<file path="src/rtl/rmr_pkg.sv">
package rmr_pkg;
  typedef struct packed {
    logic [1:0] op0;
    logic [2:0] op1;
    logic [3:0] crn;
    logic [3:0] crm;
    logic [2:0] op2;
  } sysreg_enc_t;

  localparam sysreg_enc_t RMR_ENC = '{op0: 2'b11, op1: 3'b000, crn: 4'b1100,
                                      crm: 4'b0000, op2: 3'b010};
  localparam int REQ_POS  = 1;
  localparam int BOOT_POS = 0;
endpackage

</file>
<file path="src/rtl/rmr_access_dec.sv">
module rmr_access_dec #(
  parameter int EL_W       = 2,
  parameter int HIGHEST_EL = 1,
  parameter int OWNER_EL   = 1
) (
  input  logic                 acc_valid,
  input  logic                 acc_write,
  input  rmr_pkg::sysreg_enc_t enc,
  input  logic [EL_W-1:0]      cur_el,
  output logic                 hit,
  output logic                 rd_ok,
  output logic                 wr_ok,
  output logic                 undef
);
  localparam logic TOP_IS_OWNER = (HIGHEST_EL == OWNER_EL);

  logic level_ok;

  always_comb begin
    hit      = acc_valid && (enc == rmr_pkg::RMR_ENC);
    level_ok = TOP_IS_OWNER && (cur_el == EL_W'(OWNER_EL));
    rd_ok    = hit && level_ok && !acc_write;
    wr_ok    = hit && level_ok && acc_write;
    undef    = hit && !level_ok;
  end
endmodule

</file>
<file path="src/rtl/rmr_state_regs.sv">
module rmr_state_regs #(
  parameter int DATA_W      = 64,
  parameter bit SUPPORTS_32 = 1'b1
) (
  input  logic              clk,
  input  logic              cold_rst,
  input  logic              warm_rst,
  input  logic              wr_ok,
  input  logic [DATA_W-1:0] wdata,
  output logic [DATA_W-1:0] view
);
  localparam logic [DATA_W-1:0] REQ_M  = DATA_W'(1) << rmr_pkg::REQ_POS;
  localparam logic [DATA_W-1:0] BOOT_M = DATA_W'(1) << rmr_pkg::BOOT_POS;
  localparam logic [DATA_W-1:0] WR_M   = SUPPORTS_32 ? (REQ_M | BOOT_M) : REQ_M;
  localparam logic [DATA_W-1:0] COLD_V = BOOT_M;

  logic [DATA_W-1:0] val_q;

  always_ff @(posedge clk) begin
    if (cold_rst)
      val_q <= COLD_V;
    else if (warm_rst)
      val_q <= val_q & ~REQ_M;
    else if (wr_ok)
      val_q <= (wdata & WR_M) | (val_q & ~WR_M);
  end

  assign view = val_q;
endmodule

</file>
<file path="src/rtl/rmr_req_gen.sv">
module rmr_req_gen #(
  parameter bit PULSE_MODE = 1'b0
) (
  input  logic clk,
  input  logic cold_rst,
  input  logic warm_rst,
  input  logic set_req,
  input  logic ack,
  output logic req_q
);
  generate
    if (PULSE_MODE) begin : g_pulse
      logic unused_ack;
      assign unused_ack = ack;
      always_ff @(posedge clk) begin
        if (cold_rst || warm_rst) req_q <= 1'b0;
        else                      req_q <= set_req;
      end
    end else begin : g_level
      always_ff @(posedge clk) begin
        if (cold_rst || warm_rst) req_q <= 1'b0;
        else if (set_req)         req_q <= 1'b1;
        else if (ack)             req_q <= 1'b0;
      end
    end
  endgenerate
endmodule

</file>
<file path="src/rtl/rstctl_sysreg.sv">
module rstctl_sysreg #(
  parameter int DATA_W      = 64,
  parameter int EL_W        = 2,
  parameter int HIGHEST_EL  = 1,
  parameter bit SUPPORTS_32 = 1'b1,
  parameter bit PULSE_MODE  = 1'b0
) (
  input  logic              clk,
  input  logic              cold_rst,
  input  logic              warm_rst,
  input  logic              acc_valid,
  input  logic              acc_write,
  input  logic [1:0]        acc_op0,
  input  logic [2:0]        acc_op1,
  input  logic [3:0]        acc_crn,
  input  logic [3:0]        acc_crm,
  input  logic [2:0]        acc_op2,
  input  logic [EL_W-1:0]   cur_el,
  input  logic [DATA_W-1:0] acc_wdata,
  input  logic              wrst_ack,
  output logic              resp_valid,
  output logic              resp_undef,
  output logic [DATA_W-1:0] rd_data,
  output logic              wrst_req,
  output logic              boot_aa64
);
  rmr_pkg::sysreg_enc_t enc;
  logic hit, rd_ok, wr_ok, undef;
  logic [DATA_W-1:0] view;

  assign enc = '{op0: acc_op0, op1: acc_op1, crn: acc_crn, crm: acc_crm, op2: acc_op2};

  rmr_access_dec #(.EL_W(EL_W), .HIGHEST_EL(HIGHEST_EL), .OWNER_EL(1)) u_dec (
    .acc_valid(acc_valid), .acc_write(acc_write), .enc(enc), .cur_el(cur_el),
    .hit(hit), .rd_ok(rd_ok), .wr_ok(wr_ok), .undef(undef)
  );

  rmr_state_regs #(.DATA_W(DATA_W), .SUPPORTS_32(SUPPORTS_32)) u_regs (
    .clk(clk), .cold_rst(cold_rst), .warm_rst(warm_rst),
    .wr_ok(wr_ok), .wdata(acc_wdata), .view(view)
  );

  rmr_req_gen #(.PULSE_MODE(PULSE_MODE)) u_req (
    .clk(clk), .cold_rst(cold_rst), .warm_rst(warm_rst),
    .set_req(wr_ok && acc_wdata[rmr_pkg::REQ_POS]), .ack(wrst_ack), .req_q(wrst_req)
  );

  always_ff @(posedge clk) begin
    if (cold_rst || warm_rst) begin
      resp_valid <= 1'b0;
      resp_undef <= 1'b0;
      rd_data    <= '0;
    end else begin
      resp_valid <= hit;
      resp_undef <= undef;
      rd_data    <= rd_ok ? view : '0;
    end
  end

  assign boot_aa64 = view[rmr_pkg::BOOT_POS];
endmodule

</file>
<file path="config.mk">
export PLATFORM = sky130hd
export DESIGN_NAME = rstctl_sysreg
export DESIGN_NICKNAME = d
export VERILOG_FILES = /design/src/rtl/rmr_pkg.sv /design/src/rtl/rmr_access_dec.sv /design/src/rtl/rmr_state_regs.sv /design/src/rtl/rmr_req_gen.sv /design/src/rtl/rstctl_sysreg.sv
export SDC_FILE = /design/constraint.sdc
export NUM_CORES = 1
export LEC_CHECK = 0
export BUFFER_PORTS_ARGS = -buffer_cell sky130_fd_sc_hd__buf_2
export CAP_MARGIN = 15
export CORE_AREA = 2 2 61 63
export CTS_CLUSTER_SIZE = 16
export DETAILED_ROUTE_END_ITERATION = 8
export DIE_AREA = 0 0 63 65
export PLACE_DENSITY = 0.79
export SETUP_SLACK_MARGIN = 0.1
export SLEW_MARGIN = 20
export SYNTH_ARGS = -nofsm -noshare
export SYNTH_HDL_FRONTEND = slang
export SYNTH_SLANG_ARGS = --single-unit
</file>
<file path="constraint.sdc">
create_clock -name clk -period 2.2 [get_ports clk]
set_clock_uncertainty 0.1 [all_clocks]
set_input_delay 0.22 -clock clk [delete_from_list [all_inputs] [get_ports clk]]
set_output_delay 0.22 -clock clk [all_outputs]
set_load 0.02 [all_outputs]
</file>
### Word-level counts from Yosys, hierarchy flattened

Index checks and enable logic that the tools add are counted.

* reductions and logical operators: 13
* mux-type cells: 2
* equal/unequal tests: 2
* bitwise logic cells: 3

Operators by type and width (number)
* $or A2 B64 Y64: 1
* $eq A16 B16 Y1 const B: 1
* $logic_and A1 B1 Y1: 6
* $reduce_or A2 Y1: 2
* $eq A2 B1 Y1 const B: 1
* $logic_not A1 Y1: 2
* $mux W1: 2
* $not A1 Y1: 2
* $reduce_and A2 Y1: 1
* $reduce_bool A2 Y1: 1
* $logic_or A1 B1 Y1: 1

* input bits: 88
* word-level logic and storage cells: 26
* register bits after elaboration: 131

### Longest topological paths before layout

* depth after elaboration: 6
* depth in mapped cells: 4

### Cells and area by module

Synthesis repeated with hierarchy kept, for this count alone.

* cell total of the unflattened synthesis: 241
* area, all modules: 2935.3 um2

By module, submodules not included
* rstctl_sysreg: area an instance 2232.1 um2, sequential area each 1321.3 um2, times used 1, cells each 154
* rmr_state_regs: area an instance 560.5 um2, sequential area each 40.0 um2, times used 1, cells each 71
* rmr_access_dec: area an instance 97.6 um2, sequential area each 0.0 um2, times used 1, cells each 12
* rmr_req_gen: area an instance 45.0 um2, sequential area each 20.0 um2, times used 1, cells each 4

### Worst setup path before layout

No wires, ideal clock.

* path type: input-to-reg
* start: input acc_crm[2]
* end: register u_regs.val_q[0], in the netlist u_regs.view[0]
* library setup time: 127 ps
* arrival: 1237 ps
* cell stages on the path: 4
* setup slack: 736 ps
* cell sequence: nor4_2 -> nand4_1 -> o31a_1 -> or3_1

* word-level cells in the longest chain between the ends: 5

Ends and longest elaborated chain
* start: declaration: RTL line rstctl_sysreg.sv:16 `input logic [3:0] acc_crm,`
* $eq A16 B16 Y1: RTL line rmr_access_dec.sv:20 `hit = acc_valid && (enc == rmr_pkg::RMR_ENC);`
* $logic_and A1 B1 Y1: RTL line rmr_access_dec.sv:20
* $logic_and A1 B1 Y1 (2 in series): RTL line rmr_access_dec.sv:23 `wr_ok = hit && level_ok && acc_write;`
* $reduce_and A2 Y1 (no source line)
* end signal: assignment: RTL line rmr_state_regs.sv:23 `val_q <= val_q & ~REQ_M;`
* end signal: assignment: RTL line rmr_state_regs.sv:25 `val_q <= (wdata & WR_M) | (val_q & ~WR_M);`
* end: declaration: RTL line rmr_state_regs.sv:17 `logic [DATA_W-1:0] val_q;`

No other way between the ends.
A chain may end at the register's enable or synchronous reset.

### Worst setup path in the final report

Ends and elaborated chain as after synthesis.

==> summary.txt <==
Die
  • I/O pin count: 156
  • Initial Util: roughly 23%
  • Core footprint: between 3000 and 4000 um^2
  • Core Rows: 22
  • Die Span Y: about 65 um
  • Die width: around 63 um
  • Die ar.: approximately 4000 um^2

Job
  • Max cap viols: 0

Synth
  • Combinational family with the most area after synthesis: buffers and inverters
  • Fraction of synthesized area in multiplexers: 0%
  • Sequential fraction of the synthesis area: between 10% and 20%
  • Syn. warnings: 0
  • Syn Inst Count: 96
  • Adder-Cell Fraction of Synth Area: 0%
  • Post-Syn Area per Cell: between 8 and 9 um^2
  • Area share of the largest cell type after synthesis: 58.9%
  • Seq cells post-synth: 7
  • Synth top area cells: buf_4, dfxtp_1, nor4b_1
  • Complex-gate fraction of the synthesized area: 3.64%
  • Synth cell types: 19
  • Top cell type by total area after synthesis: buf_4
  • Post-synthesis cell area: approximately 790 um^2
  • Synth Area in XOR/XNOR: 0%
  • Simple-gate share of the synthesized area: 18.8%

CTS
  • H-tree depth: 1
  • Clock sink count: 7
  • CTS tree: yes
  • CTS root buffer: clkbuf_4
  • PostCTS Resize Cnt: 0
  • Clock-pin slew on the worst setup and hold paths: around 50 ps
  • Max Buffers Root-to-Sink: 2
  • Setup Fix Bufs, Post-CTS: 0
  • Clock Latency Late Sink: 240 ps
  • Num CTS Buffers: 3
  • Hold-fix buffers, CTS: 0

GRT
  • Largest net degree at the start of global routing: 5
  • Antenna violations before repair: 0
  • First-pass GRT wire length: approximately 2000 um
  • Vias in the first global route: 464
  • Gr ovfl total: 0
  • Total GRT Usage: 6.34%

Timing
  • Period utilisation layout: about two thirds
  • Final hold violation count: 0
  • Tmin final: between 1000 and 1500 ps
  • Max-slew violations: 0
  • Setup_tns: 0 ps
  • RSZ-0062 raised after global routing: false
  • # setup viols final: 0
  • Worst setup margin: between 700 and 800 ps
  • Max Clk Rate: approximately 690 MHz

Placed design
  • Placed cell area: 769 um^2
  • Hpwl dp: between 1000 and 1500 um
  • Pre-CTS WS: approximately 470 ps
  • Routability cong.: between 0.5 and 0.6
  • I/O Buffers: 31

Cells and area
  • Final Util: 22.8%
  • # diodes: 0
  • Share of post-route cells with drive strength above 1: between 20% and 30%
  • Final instance area: about 800 um^2
  • Most common cell after layout, fill and taps aside: conb_1
  • Most frequent cells in the layout: conb_1, buf_2, dfxtp_1
  • P&R area growth vs syn: 0.633%
  • Final net count: 219

Routing
  • WL final: roughly 1400 um
  • DR iter-0 viols: 5
  • WL per Instance: between 7 and 8 um
  • Drt pass-1 iters: 5
  • ANT nets after route: 0
  • Vias per std cell: 3.19
  • Via count: roughly 570
  • DRC: 0

Setup path
  • Setup crit start kind: input port
  • FF-to-FF setup slack: around 1200 ps
  • CP Max Fanout: 3
  • Worst r2r dst: u_regs.view[0]
  • Reg2reg start: u_regs.view[0]
  • Critical path capture point type: flip-flop
  • Crit path from: acc_crm[2]
  • Critical Path End: u_regs.view[0]
  • Worst path required time: 2220 ps
  • FF-to-FF path depth: 2
  • Setup CP Type: in -> reg
  • Worst EP arrival: ~1500 ps

Power and ir drop
  • LEAKAGE: roughly 0.46 nW
  • Max VDD drop: between 0.08 and 0.09 mV
  • P per Cell Area: roughly 460 nW/um^2

Outcome
  • Status: finished clean

Min path
  • Hold_sp: acc_write
  • HP Class: in -> reg
[where the power goes]
| group | total (mW) | switching, mW | internal [mW] |
|---|---|---|---|
| registers | 0.127 | 0.0000000426 | 0.127 |
| logic | 0.128 | 0.107 | 0.0208 |
| clock network | 0.113 | 0.0439 | 0.0690 |
[metal layers]
| layer | GRT usage [%] | wire, um | vias to the layer above |
|---|---|---|---|
| met5 | 0 | 0 | - |
| met4 | 2.50 | 0 | 0 |
| met3 | 2.60 | 304 | 0 |
| met2 | 12.9 | 666 | 71 |
| met1 | 5.34 | 396 | 239 |
| li1 | - | - | 257 |
[synth_stat cells, drive strengths merged]
library cell / number
dfxtp: 7
and3b: 1
nand2b: 2
nor4bb: 1
nand3: 1
conb: 1
a21boi: 2
o21ai: 1
inv: 1
nor4: 1
nand4: 3
o31a: 1
nor2b: 4
or3: 1
nor2: 2
buf: 62
and4: 1
nor4b: 3
and3: 1
[flip-flops by register name (all words and copies together) (netlist names)]
signal / count
u_req.req_q: 1
rd_data: 2
resp_valid: 1
u_regs.view: 2
resp_undef: 1
[cells by family (layout without fill, tap and decap cells)]
logic type,count (synthesis),in the layout
AND/OR/NAND/NOR,21,21
buffers and inverters,63,36
flip-flops,7,7
AO/OA/AOI/OAI,4,4
other,1,62
[final cells by class]
cell class | count | area (um^2)
Sequential cell | 7 | 140
Timing Repair Buffer | 31 | 155
Clock buffer | 4 | 26.3
Multi-Input combinational cell | 87 | 410
Tap cell | 48 | 60.1
Fill cell | 410 | 2700
Inverter | 1 | 3.75
[stage by stage]
step | total power [mW] | hold slack (ps) | std cells
6_report | 0.367 | 68.3 | 178
5_1_grt | 0.393 | 59.9 | 178
3_5_place_dp | 0.255 | 322 | 174
4_1_cts | 0.369 | 62.1 | 178
2_1_floorplan | 0.314 | 197 | 157
3_3_place_gp | 0.254 | 320 | 174
[worst min path at each step]
stage / endpoint / depth (start not counted)
after global routing: rd_data[0] / 2
final: rd_data[0] / 2
after detailed placement: rd_data[0] / 2
after CTS: rd_data[0] / 2
after global placement: rd_data[1] / 2
after floorplan: rd_data[0] / 1
[worst max-delay path, cell delays in order]
cell     delay (ps)
buf_2           100
nor4_2          290
nand4_1         210
o31a_1          320
or3_1           340
Power figures use the tool's default switching activity.
